===== config.mk =====
export PLATFORM = sky130hd
export DESIGN_NAME = npc_unit
export DESIGN_NICKNAME = d
export VERILOG_FILES = /design/src/rtl/npc_pkg.sv /design/src/rtl/npc_cond_eval.sv /design/src/rtl/npc_target_gen.sv /design/src/rtl/npc_link_sel.sv /design/src/rtl/npc_unit.sv
export SDC_FILE = /design/constraint.sdc
export NUM_CORES = 1
export LEC_CHECK = 0
export CAP_MARGIN = 20
export CORE_MARGIN = 2
export CORE_UTILIZATION = 50
export CTS_BUF_LIST = sky130_fd_sc_hd__clkbuf_4
export DETAILED_ROUTE_END_ITERATION = 16
export HOLD_SLACK_MARGIN = 0.06
export PLACE_DENSITY = 0.9
export SLEW_MARGIN = 40
export SYNTH_ARGS = -nofsm -noshare
export SYNTH_HDL_FRONTEND = slang
export SYNTH_HIERARCHICAL = 1
export SYNTH_SLANG_ARGS = --single-unit

===== constraint.sdc =====
create_clock -name clk -period 5.2 [get_ports clk]
set_input_delay 1.04 -clock clk [delete_from_list [all_inputs] [get_ports clk]]
set_output_delay 1.04 -clock clk [all_outputs]
set_load 0.05 [all_outputs]

===== src/rtl/npc_pkg.sv =====
package npc_pkg;
  localparam int CLS_W  = 4;
  localparam int COND_W = 3;

  typedef enum logic [CLS_W-1:0] {
    CLS_SEQ   = 4'd0,
    CLS_JABS  = 4'd1,
    CLS_CALL  = 4'd2,
    CLS_BR    = 4'd3,
    CLS_BCND  = 4'd4,
    CLS_JREG  = 4'd5,
    CLS_CALLR = 4'd6,
    CLS_RET   = 4'd7,
    CLS_ERET  = 4'd8,
    CLS_BRET  = 4'd9,
    CLS_NXPC  = 4'd10
  } npc_cls_e;

  typedef enum logic [COND_W-1:0] {
    CND_GE  = 3'd0,
    CND_LT  = 3'd1,
    CND_NE  = 3'd2,
    CND_EQ  = 3'd3,
    CND_GEU = 3'd4,
    CND_LTU = 3'd5
  } npc_cond_e;
endpackage


===== src/rtl/npc_cond_eval.sv =====
module npc_cond_eval
  import npc_pkg::*;
#(
  parameter int W = 32
) (
  input  logic [W-1:0]      a,
  input  logic [W-1:0]      b,
  input  logic [COND_W-1:0] cond,
  output logic              hit
);
  localparam int NCOND = 1 << COND_W;

  logic [NCOND-1:0] hits;
  logic             eq, lt_s, lt_u;

  assign eq   = (a == b);
  assign lt_s = ($signed(a) < $signed(b));
  assign lt_u = (a < b);

  always_comb begin
    hits            = '0;
    hits[CND_GE]    = !lt_s;
    hits[CND_LT]    = lt_s;
    hits[CND_NE]    = !eq;
    hits[CND_EQ]    = eq;
    hits[CND_GEU]   = !lt_u;
    hits[CND_LTU]   = lt_u;
  end

  assign hit = hits[cond];
endmodule


===== src/rtl/npc_target_gen.sv =====
module npc_target_gen #(
  parameter int ADDR_W   = 32,
  parameter int REGION_W = 4,
  parameter int IMMB_W   = 16,
  parameter int ALIGN_W  = 2,
  localparam int IMMJ_W  = ADDR_W - REGION_W - ALIGN_W
) (
  input  logic [ADDR_W-1:0] pc,
  input  logic [IMMB_W-1:0] imm_b,
  input  logic [IMMJ_W-1:0] imm_j,
  output logic [ADDR_W-1:0] seq_pc,
  output logic [ADDR_W-1:0] rel_pc,
  output logic [ADDR_W-1:0] abs_pc
);
  localparam logic [ADDR_W-1:0] STEP = ADDR_W'(1) << ALIGN_W;
  localparam logic [ADDR_W-1:0] KEEP = ~((ADDR_W'(1) << ALIGN_W) - ADDR_W'(1));

  logic [ADDR_W-1:0] offs;

  assign offs   = {{(ADDR_W-IMMB_W){imm_b[IMMB_W-1]}}, imm_b} & KEEP;
  assign seq_pc = pc + STEP;
  assign rel_pc = seq_pc + offs;
  assign abs_pc = {pc[ADDR_W-1 -: REGION_W], imm_j, {ALIGN_W{1'b0}}};
endmodule


===== src/rtl/npc_link_sel.sv =====
module npc_link_sel
  import npc_pkg::*;
#(
  parameter int ADDR_W = 32,
  parameter int IDX_W  = 5,
  parameter logic [IDX_W-1:0] RA_IDX = '1
) (
  input  logic [CLS_W-1:0]  cls,
  input  logic [IDX_W-1:0]  c_idx,
  input  logic [ADDR_W-1:0] seq_pc,
  output logic              we,
  output logic [IDX_W-1:0]  idx,
  output logic [ADDR_W-1:0] val
);
  always_comb begin
    we  = 1'b0;
    idx = RA_IDX;
    case (cls)
      CLS_CALL, CLS_CALLR: we = 1'b1;
      CLS_NXPC: begin
        idx = c_idx;
        we  = (c_idx != '0);
      end
      default: we = 1'b0;
    endcase
  end

  assign val = seq_pc;
endmodule


===== src/rtl/npc_unit.sv =====
module npc_unit
  import npc_pkg::*;
#(
  parameter int ADDR_W   = 32,
  parameter int REGION_W = 4,
  parameter int IMMB_W   = 16,
  parameter int IDX_W    = 5,
  parameter logic [ADDR_W-1:0] RESET_VEC = 32'h0000_0000,
  localparam int ALIGN_W = 2,
  localparam int IMMJ_W  = ADDR_W - REGION_W - ALIGN_W,
  localparam logic [IDX_W-1:0] RA_IDX = '1
) (
  input  logic              clk,
  input  logic              rst,
  input  logic              adv_i,
  input  logic [CLS_W-1:0]  cls_i,
  input  logic [COND_W-1:0] cond_i,
  input  logic [IMMB_W-1:0] imm_b_i,
  input  logic [IMMJ_W-1:0] imm_j_i,
  input  logic [IDX_W-1:0]  a_idx_i,
  input  logic [ADDR_W-1:0] a_val_i,
  input  logic [IDX_W-1:0]  b_idx_i,
  input  logic [ADDR_W-1:0] b_val_i,
  input  logic [IDX_W-1:0]  c_idx_i,
  input  logic [ADDR_W-1:0] ra_val_i,
  input  logic [ADDR_W-1:0] ea_val_i,
  input  logic [ADDR_W-1:0] ba_val_i,
  output logic [ADDR_W-1:0] pc_o,
  output logic              taken_o,
  output logic              link_we_o,
  output logic [IDX_W-1:0]  link_idx_o,
  output logic [ADDR_W-1:0] link_val_o
);
  logic [ADDR_W-1:0] pc_q, a_eff, b_eff;
  logic [ADDR_W-1:0] seq_pc, rel_pc, abs_pc, nxt_pc;
  logic              cond_hit, nxt_tk;
  logic              lk_we;
  logic [IDX_W-1:0]  lk_idx;
  logic [ADDR_W-1:0] lk_val;
  logic              taken_q, link_we_q;
  logic [IDX_W-1:0]  link_idx_q;
  logic [ADDR_W-1:0] link_val_q;

  // index zero is hard-wired to zero
  assign a_eff = (a_idx_i == '0) ? '0 : a_val_i;
  assign b_eff = (b_idx_i == '0) ? '0 : b_val_i;

  npc_target_gen #(
    .ADDR_W(ADDR_W), .REGION_W(REGION_W), .IMMB_W(IMMB_W), .ALIGN_W(ALIGN_W)
  ) u_tgt (
    .pc(pc_q), .imm_b(imm_b_i), .imm_j(imm_j_i),
    .seq_pc(seq_pc), .rel_pc(rel_pc), .abs_pc(abs_pc)
  );

  npc_cond_eval #(.W(ADDR_W)) u_cmp (
    .a(a_eff), .b(b_eff), .cond(cond_i), .hit(cond_hit)
  );

  npc_link_sel #(.ADDR_W(ADDR_W), .IDX_W(IDX_W), .RA_IDX(RA_IDX)) u_lnk (
    .cls(cls_i), .c_idx(c_idx_i), .seq_pc(seq_pc),
    .we(lk_we), .idx(lk_idx), .val(lk_val)
  );

  always_comb begin
    nxt_pc = seq_pc;
    nxt_tk = 1'b0;
    case (cls_i)
      CLS_JABS, CLS_CALL: begin nxt_pc = abs_pc;   nxt_tk = 1'b1; end
      CLS_BR:             begin nxt_pc = rel_pc;   nxt_tk = 1'b1; end
      CLS_BCND: if (cond_hit) begin nxt_pc = rel_pc; nxt_tk = 1'b1; end
      CLS_JREG, CLS_CALLR: begin nxt_pc = a_eff;   nxt_tk = 1'b1; end
      CLS_RET:            begin nxt_pc = ra_val_i; nxt_tk = 1'b1; end
      CLS_ERET:           begin nxt_pc = ea_val_i; nxt_tk = 1'b1; end
      CLS_BRET:           begin nxt_pc = ba_val_i; nxt_tk = 1'b1; end
      default: ;
    endcase
  end

  always_ff @(posedge clk) begin
    if (rst) begin
      pc_q       <= RESET_VEC;
      taken_q    <= 1'b0;
      link_we_q  <= 1'b0;
      link_idx_q <= '0;
      link_val_q <= '0;
    end else if (adv_i) begin
      pc_q       <= nxt_pc;
      taken_q    <= nxt_tk;
      link_we_q  <= lk_we;
      link_idx_q <= lk_idx;
      link_val_q <= lk_val;
    end else begin
      taken_q    <= 1'b0;
      link_we_q  <= 1'b0;
    end
  end

  assign pc_o       = pc_q;
  assign taken_o    = taken_q;
  assign link_we_o  = link_we_q;
  assign link_idx_o = link_idx_q;
  assign link_val_o = link_val_q;

  p_hold_r2: assert property (@(posedge clk) disable iff (rst)
    !adv_i |=> ($stable(pc_q) && !taken_q && !link_we_q));

  p_seq_step_r3: assert property (@(posedge clk) disable iff (rst)
    (adv_i && cls_i == CLS_SEQ) |=> (!taken_q && pc_q == $past(pc_q) + 32'd4));

  p_eq_taken_r6: assert property (@(posedge clk) disable iff (rst)
    (adv_i && cls_i == CLS_BCND && cond_i == CND_EQ && a_eff == b_eff) |=> taken_q);

  p_call_link_r9: assert property (@(posedge clk) disable iff (rst)
    (taken_q && link_we_q) |-> (link_idx_q == RA_IDX));

  p_nxpc_r10: assert property (@(posedge clk) disable iff (rst)
    (adv_i && cls_i == CLS_NXPC) |=>
      (!taken_q && link_we_q == ($past(c_idx_i) != '0) && link_val_q == $past(pc_q) + 32'd4));

  p_no_zero_dst_r10: assert property (@(posedge clk) disable iff (rst)
    link_we_q |-> (link_idx_q != '0));
endmodule


==> results.cfg <==
[floorplanning]
die_w_um = 144
row_count = 51
boundaryPins = 298
fp.dieH_um = 144
core_area_um2 = 19300
dieArea_um2 = 20800
initial_utilization_pct = 50.8

[synth]
ys_top_cells_by_area = dfxtp_1 14%, ha_1 8.3%, mux2i_1 7.0%
yosysWarnings = 6
yosys.cell_types.count = 67
synth_fa_ha_area_share_pct = 8.49
synthesis.area_um2 = 9820
synthTopCellsByCount = 107 x nand2_1, 101 x nor2b_1, 78 x a21oi_1
synth_area_leader_cell = dfxtp_1
ys.flop_type = dfxtp_1
seq_area_frac_synth_pct = 14.5
synthMuxAreaShare_pct = 7.04
synth_top_family_by_area = compound AO/OA/AOI/OAI gates
synth_xor_area_share_pct = 4.98
synthCells = 1292
synth_edf_count = 0
synth_most_common_cell = nand2_1
ys_seq_elements = 71
synthSimpleGateAreaFrac_pct = 25.8
async_reset_ff_share_pct = 0
synth_compound_area_share_pct = 26.5
synth_top_area_share_pct = 14.5
syn_area_per_cell_um2 = 7.60

[clock_tree]
cts.repair.resized = 0
clock-sinks = 71
clk_pin_slew_ns = 0.12
numCtsBuffers = 9
htree_levels = 3
clock_latency_ns = 0.44
clockBufferDepth = 2
cts_tree = yes
hold_buffers = 0
cts-root-buf = clkbuf_4
post-cts-setup-buffers = 0

[cells_and_area]
final_cells = 1750
stdcell_area_um2 = 12700
diodes = 0
fin_util_pct = 65.8
drive_above_1_share_pct = 8.55
syn_to_final_growth_pct = 29.6
fill_cells = 1673
layout.nets = 1773

[worst_hold_path]
hold_path.class = register to register

[power]
power_frac_seq_pct = 28.9
p_leak_nw = 4.97
vdd_drop_max_v = 0.000118
switchingPower_uw = 920
power_density_nw_per_um2 = 172
p_sw_share_pct = 42.1
combPwrFrac_pct = 54.7
internal_power_mw = 1.27
power.total_mw = 2.19
p_clk_share_pct = 16.4

[drt]
num_vias = 10400
drt_iter0_markers = 730
postRouteWirelength_um = 33400
dr.pass1.iters = 7
drc = 0
viasPerCell = 5.96
ant_nets = 0
wl_per_cell_um = 19.1

[place]
dp.cells = 1734
dpl_cell_area_um2 = 12600
gp_congestion = 0.969
port_buffers = 295
hpwlAfterDp_um = 26500
place_ws_ns = -0.150

[setup_path]
required_ns = 5.52
end_kind = register
start_kind = input port
arrival_ns = 5.25
criticalPathCategory = input port to register
crit_fanout = 22

[sta]
rsz0062_at_grt = no
fin_crit_sh_pct = 94.7
fin_tns_setup_ns = 0
max_slew_margin_pct = 47.6
finalCriticalPeriod_ns = 4.92
hold_viol = 0
final_max_slew_viol_count = 0
fmax_ghz = 0.203
tightestPinTransition_ns = 0.786
whs_ns = 0.504
setup_slack_ns = 0.276
setup_viol = 0
finalClockSkew_ns = 0.0136

[job]
maxCapViolCount = 0

[grt]
grt_antenna_before_repair = 0
grtUsageTotal_pct = 30.8
grt_first_pass_wirelength_um = 50800
grt_max_degree = 71
grt_pass1_vias = 9848
overflow = 0

[run_status]
status = finished clean
## final timing paths
check | start | end | slack (ns) | cells after the start
max | a_idx_i[4] | pc_o[3] | 0.28 | 17
min | link_val_o[13] | link_val_o[13] | 0.50 | 2
max reg2reg | pc_o[4] | pc_o[31] | 0.44 | 16
min reg2reg | link_val_o[13] | link_val_o[13] | 0.50 | 2
## logic make-up (layout without fill, tap and decap cells)
kind of cell | after synthesis | count (layout)
compound gates | 354 | 354
xor+xnor | 55 | 55
fa+ha+maj | 66 | 66
buf+inv | 239 | 431
flops | 71 | 71
mux | 69 | 69
other cells | 1 | 2
simple gates | 437 | 437
## layout by cell type (no fill, tap or decap), types with 3 or more instances in the layout
master,n
a211oi_1,5
a21o_1,14
a21oi_1,78
a221oi_1,24
a221oi_2,13
a31oi_1,6
and2_1,3
and3_1,9
and4_1,3
buf_12,5
buf_4,37
clkbuf_4,11
clkdlybuf4s50_1,293
clkinv_2,3
dfxtp_1,71
ha_1,65
inv_1,75
mux2i_1,69
nand2_1,106
nand2b_1,43
nand3_1,20
nand4_1,17
nor2_1,66
nor2_2,3
nor2b_1,99
nor3_1,6
nor3b_1,3
nor3b_2,31
nor4_1,9
o211ai_1,34
o21ai_0,47
o21ai_1,11
o21bai_1,5
o221ai_1,66
o32ai_1,32
xnor2_1,38
xor2_1,16
## critical path, stage by stage
cell and delay [ns]:
clkdlybuf4s50_1 0.41, or4_4 0.53, nor2_2 0.15, buf_12 0.17
nor2b_1 0.07, ha_1 0.33, a21oi_1 0.15, o21ai_1 0.12
a2111oi_2 0.45, o31ai_1 0.17, o31a_1 0.27, o31a_2 0.34
nand4bb_1 0.18, buf_4 0.22, a21oi_1 0.08, a221oi_1 0.42
o211ai_1 0.13
## layer usage
layer,global-route usage (%),share of wire [%],up-vias
met4,14.2,4.6,0
met1,36.8,41,4873
met3,4.64,6.0,96
met2,54.2,49,425
met5,0,0,-
li1,-,-,5042
## cell type report
class / instances / area, um^2 / share of cell area, %
Inverter: 77 / 289 / 2.27
Sequential cell: 71 / 1420 / 11.2
Timing Repair Buffer: 338 / 3360 / 26.4
Clock buffer: 11 / 82.6 / 0.649
Multi-Input combinational cell: 983 / 7190 / 56.5
Clock inverter: 5 / 48.8 / 0.384
Tap cell: 265 / 332 / 2.61
## state kept, by name, indices dropped and copies added (netlist names)
name / flops
taken_o: 1
pc_o: 32
link_idx_o: 5
link_val_o: 32
link_we_o: 1
## power groups by stage
stage / Sequential (mW) / Combinational (mW) / Clock [mW]
final: 0.631 / 1.20 / 0.358
after global routing: 0.636 / 1.28 / 0.389
after CTS: 0.630 / 1.19 / 0.362
after detailed placement: 0.642 / 1.18 / 0
after global placement: 0.640 / 1.15 / 0
after floorplan: 0.761 / 0.653 / 0
No activity file was read; power rests on OpenSTA's default activity.
